### src/rtl/fwd_unit.sv
module fwd_unit #(
  parameter int DW     = 32,
  parameter int RW     = 4,
  parameter int NSRC   = 3,
  parameter int PC_REG = 15
) (
  input  logic                 clk,
  input  logic                 rst_n,
  input  logic [NSRC*RW-1:0]   src_idx,
  input  logic [NSRC*DW-1:0]   rf_data,
  input  logic [DW-1:0]        pc_value,
  input  logic                 ex_valid,
  input  logic                 ex_wen,
  input  logic                 ex_load,
  input  logic [RW-1:0]        ex_dst,
  input  logic [DW-1:0]        ex_result,
  input  logic                 bf_valid,
  input  logic                 bf_wen,
  input  logic [RW-1:0]        bf_dst,
  input  logic [DW-1:0]        bf_result,
  input  logic                 wb_valid,
  input  logic                 wb_wen,
  input  logic [RW-1:0]        wb_dst,
  input  logic [DW-1:0]        wb_result,
  output logic [NSRC*2-1:0]    op_sel,
  output logic [NSRC*DW-1:0]   op_data,
  output logic                 stall
);

  localparam logic [1:0] SEL_RF = 2'd0;
  localparam logic [1:0] SEL_EX = 2'd1;
  localparam logic [1:0] SEL_BF = 2'd2;
  localparam logic [1:0] SEL_WB = 2'd3;
  localparam logic [RW-1:0] PCR = RW'(PC_REG);

  wire ex_live = ex_valid & ex_wen;
  wire bf_live = bf_valid & bf_wen;
  wire wb_live = wb_valid & wb_wen;

  logic [NSRC-1:0] load_use;

  for (genvar k = 0; k < NSRC; k++) begin : g_op
    wire [RW-1:0] s      = src_idx[k*RW +: RW];
    wire [DW-1:0] rf     = rf_data[k*DW +: DW];
    wire          is_pc  = (s == PCR);
    wire          hit_ex = ex_live & (ex_dst == s) & ~is_pc;
    wire          hit_bf = bf_live & (bf_dst == s) & ~is_pc;
    wire          hit_wb = wb_live & (wb_dst == s) & ~is_pc;
    logic [1:0]   sel;
    logic [DW-1:0] val;

    assign load_use[k] = hit_ex & ex_load;

    always_comb begin
      if (hit_ex && !ex_load) sel = SEL_EX;
      else if (hit_bf)        sel = SEL_BF;
      else if (hit_wb)        sel = SEL_WB;
      else                    sel = SEL_RF;
    end

    always_comb begin
      case (sel)
        SEL_EX:  val = ex_result;
        SEL_BF:  val = bf_result;
        SEL_WB:  val = wb_result;
        default: val = is_pc ? pc_value : rf;
      endcase
    end

    assign op_sel[k*2 +: 2]   = sel;
    assign op_data[k*DW +: DW] = val;

    // an execute pick needs a live non-load producer of this register
    a_r2_ex_source: assert property (@(posedge clk) disable iff (!rst_n)
      (sel == SEL_EX) |-> (ex_valid && ex_wen && !ex_load && ex_dst == s && val == ex_result));

    // a write-back pick means no younger stage could supply the register
    a_r4_wb_oldest: assert property (@(posedge clk) disable iff (!rst_n)
      (sel == SEL_WB) |-> !(bf_valid && bf_wen && bf_dst == s) &&
                          !(ex_valid && ex_wen && !ex_load && ex_dst == s));

    // a buffer pick only from a valid, writing stage
    a_r5_bf_qualified: assert property (@(posedge clk) disable iff (!rst_n)
      (sel == SEL_BF) |-> (bf_valid && bf_wen && bf_dst == s && val == bf_result));

    // the program counter register is never bypassed
    a_r7_pc_direct: assert property (@(posedge clk) disable iff (!rst_n)
      (s == PCR) |-> (sel == SEL_RF && val == pc_value && !load_use[k]));

    // a file pick on an ordinary register returns its port value
    a_r1_rf_path: assert property (@(posedge clk) disable iff (!rst_n)
      (sel == SEL_RF && s != PCR) |-> (val == rf));
  end

  assign stall = |load_use;

  // a stall request needs a load in execute
  a_r6_stall_cause: assert property (@(posedge clk) disable iff (!rst_n)
    stall |-> (ex_valid && ex_wen && ex_load));

  // no load in execute means no stall
  a_r9_no_false_stall: assert property (@(posedge clk) disable iff (!rst_n)
    !(ex_valid && ex_wen && ex_load) |-> !stall);

endmodule

### config.mk
export PLATFORM = sky130hd
export DESIGN_NAME = fwd_unit
export DESIGN_NICKNAME = d
export VERILOG_FILES = /design/src/rtl/fwd_unit.sv
export SDC_FILE = /design/constraint.sdc
export NUM_CORES = 1
export LEC_CHECK = 0
export BUFFER_PORTS_ARGS = -buffer_cell sky130_fd_sc_hd__buf_2
export CAP_MARGIN = 20
export CORE_AREA = 2 2 140 142
export DETAILED_ROUTE_END_ITERATION = 8
export DIE_AREA = 0 0 142 144
export GPL_TIMING_DRIVEN = 0
export SLEW_MARGIN = 10
export SYNTH_ARGS = -nofsm -noshare
export SYNTH_HDL_FRONTEND = slang
export SYNTH_SLANG_ARGS = --single-unit
### constraint.sdc
create_clock -name vclk -period 5.05
set_clock_uncertainty 0.2 [all_clocks]
set_input_delay 0.7575 -clock vclk [all_inputs]
set_output_delay 0.7575 -clock vclk [all_outputs]
set_load 0.005 [all_outputs]
==> flow_summary.ini <==
[sta]
fin_ws_ps = 819.1
rsz0062_at_grt = false
hold_viol_final = 0
finalCriticalPeriod_ps = 4231
slew_viol_final = 0
tightest_slew_ps = 1017
min_period_over_period = 0.8378
fin_setup_tns_ps = 0
max_freq_mhz = 236.4
setup_viol_count_final = 0
max_slew_margin = 0.3217
timing.hold.ws_ps = 1638

[setup_path]
crit_top_cell = buf_2
worstPathArrival_ps = 3270
required_ps = 4090
cp_max_fo = 10
critical-path-max-stage-delay_ps = 440
cp-end-kind = output pin
worstSetupPathType = primary input to output pin
path_buf_inv = 4
crit_slowest_cell = buf_2
start_kind = primary input
crit_family = buffers and inverters
path_cells = buf_2, nand4_2, and3_1, nand4_1, buf_2, buf_2, nor2_1, a221oi_1, buf_2

[global_route]
grt_pass1_vias = 7256
grt_pass1_wl_mm = 44.08
grt_max_degree = 11
grt_usage = 0.2885
gr-total-overflow = 0
grt_antenna_before_repair = 2

[routing]
routedWlPerCell_um = 25.51
drt_first_iter_violations = 532
ant_nets = 0
avgViaCountPerCell = 5.874
drc = 0
first_pass_iters = 5
drt_wl_total_mm = 31.99
vias = 7366

[floorplanning]
die_h_um = 144
fp.dieW_um = 142
rows = 51
core_area_um2 = 19080
die_area_um2 = 20450
start_util = 0.2287
pin_count = 360

[synthesis]
yosysTopAreaCell = mux2i_1
syn_avg_cell_area_um2 = 6.601
ys_types = 41
syn_nets = 918
yosysWarningCount = 0
synth_cells = 661
synth_area_um2 = 4363
synthTopCellsByArea = mux2i_1 (15%), o221ai_1 (13%), nand2b_1 (9.3%)
synth_top_area_frac = 0.1468
synth-seq-area-share = 0

[outcome]
status = finished clean

[place]
gp_congestion = 0.8584
portBuffers = 353
place_hpwl_mm = 25.07
dp.cells = 1252
pre_cts_ws_ps = 903.5
placed_area_um2 = 6427

[layout]
stdcell_count = 1254
syn_to_final_growth_pct = 47.43
final_design_area_no_fill_um2 = 6432
nets = 1273
fin_util = 0.3371
drive_above_1_share = 0.3886
clockBufferCount = 0
ff_latch_area_um2 = 0
seq_cells = 0

[power_and_ir_drop]
p_sw_frac = 0.5564
clock_power_share = 0
power_leakage_nw = 3.131
powerDensity_nw_per_um2 = 81.12
peakVddDrop_uv = 27.54
p_sw_mw = 0.2903
internal_power_mw = 0.2314
comb_power_share = 1.000
pwr-share-seq = 0
design_power_total_mw = 0.5218

[worst_hold_path]
hp-class = primary input to output pin

[cts]
ctsResizeCount = 0
holdBufCountCts = 0
post_cts_buffers = 0

[run]
cap_violations = 0
[cell usage in the layout (no fill, tap or decap), drive strengths merged]
cell type,n
a211oi,1
a21boi,1
a221oi,32
a22oi,32
a311oi,1
a31oi,2
a32oi,32
a41oi,1
and2,2
and3,5
and3b,1
and4,1
buf,390
clkbuf,42
diode,2
mux2i,64
nand2,104
nand2b,65
nand3,38
nand4,9
nand4b,2
nor2,43
nor3,4
o211a,1
o211ai,3
o21a,1
o21ai,2
o221ai,64
o22ai,32
o31ai,2
or2,1
or3,1
xnor2,19
xor2,16
[cell families after synthesis]
family | after synthesis | share of synthesized area
buffers and inverters | 79 | 0.08316
AOI/OAI and AO/OA | 207 | 0.3923
muxes | 64 | 0.1468
xor gates and xnor gates | 35 | 0.07026
and+or+nand+nor | 276 | 0.3074
[path summary, 6_finish.rpt]
check,start,end,slack [ps],cells past startpoint
hold / removal,ex_load,stall,1640,4
setup / recovery,src_idx[11],op_data[91],820,9
[cell usage after synthesis (all sizes together)]
cell type	number
nand2	104
nand2b	65
mux2i	64
o221ai	64
nor2	43
clkbuf	42
nand3	38
buf	37
a221oi	32
a22oi	32
a32oi	32
o22ai	32
xnor2	19
xor2	16
nand4	9
and3	5
nor3	4
o211ai	3
a31oi	2
and2	2
nand4b	2
o21ai	2
o31ai	2
a211oi	1
a21boi	1
a311oi	1
a41oi	1
and3b	1
and4	1
o211a	1
o21a	1
or2	1
or3	1
[routing by layer]
metal,vias up,global-route usage,share of wire
met3,83,0.03709,0.083
met5,-,0,0
li1,3322,-,-
met2,518,0.5233,0.49
met4,0,0.1095,0.035
met1,3443,0.3466,0.39
[power by group through the flow]
stage	clock, mW	sequential [mW]	combinational, mW
floorplan	0	0	0.238
global placement	0	0	0.512
detailed placement	0	0	0.514
CTS	0	0	0.516
global route	0.0000000529	0	0.559
finish	0.0000000530	0	0.522
[layout make-up]
type / count / area, um2
tap: 238 / 297.8
fill: 2186 / 12650
multi-input combinational: 582 / 4000
timing repair buffer: 353 / 1767
antenna: 2 / 5.005
buffer: 79 / 362.8
[worst min-delay path: stages]
cell     delay, ps
buf_2          100
nand3_1         60
a31oi_1         40
buf_2          120
Power figures use the tool's default switching activity.
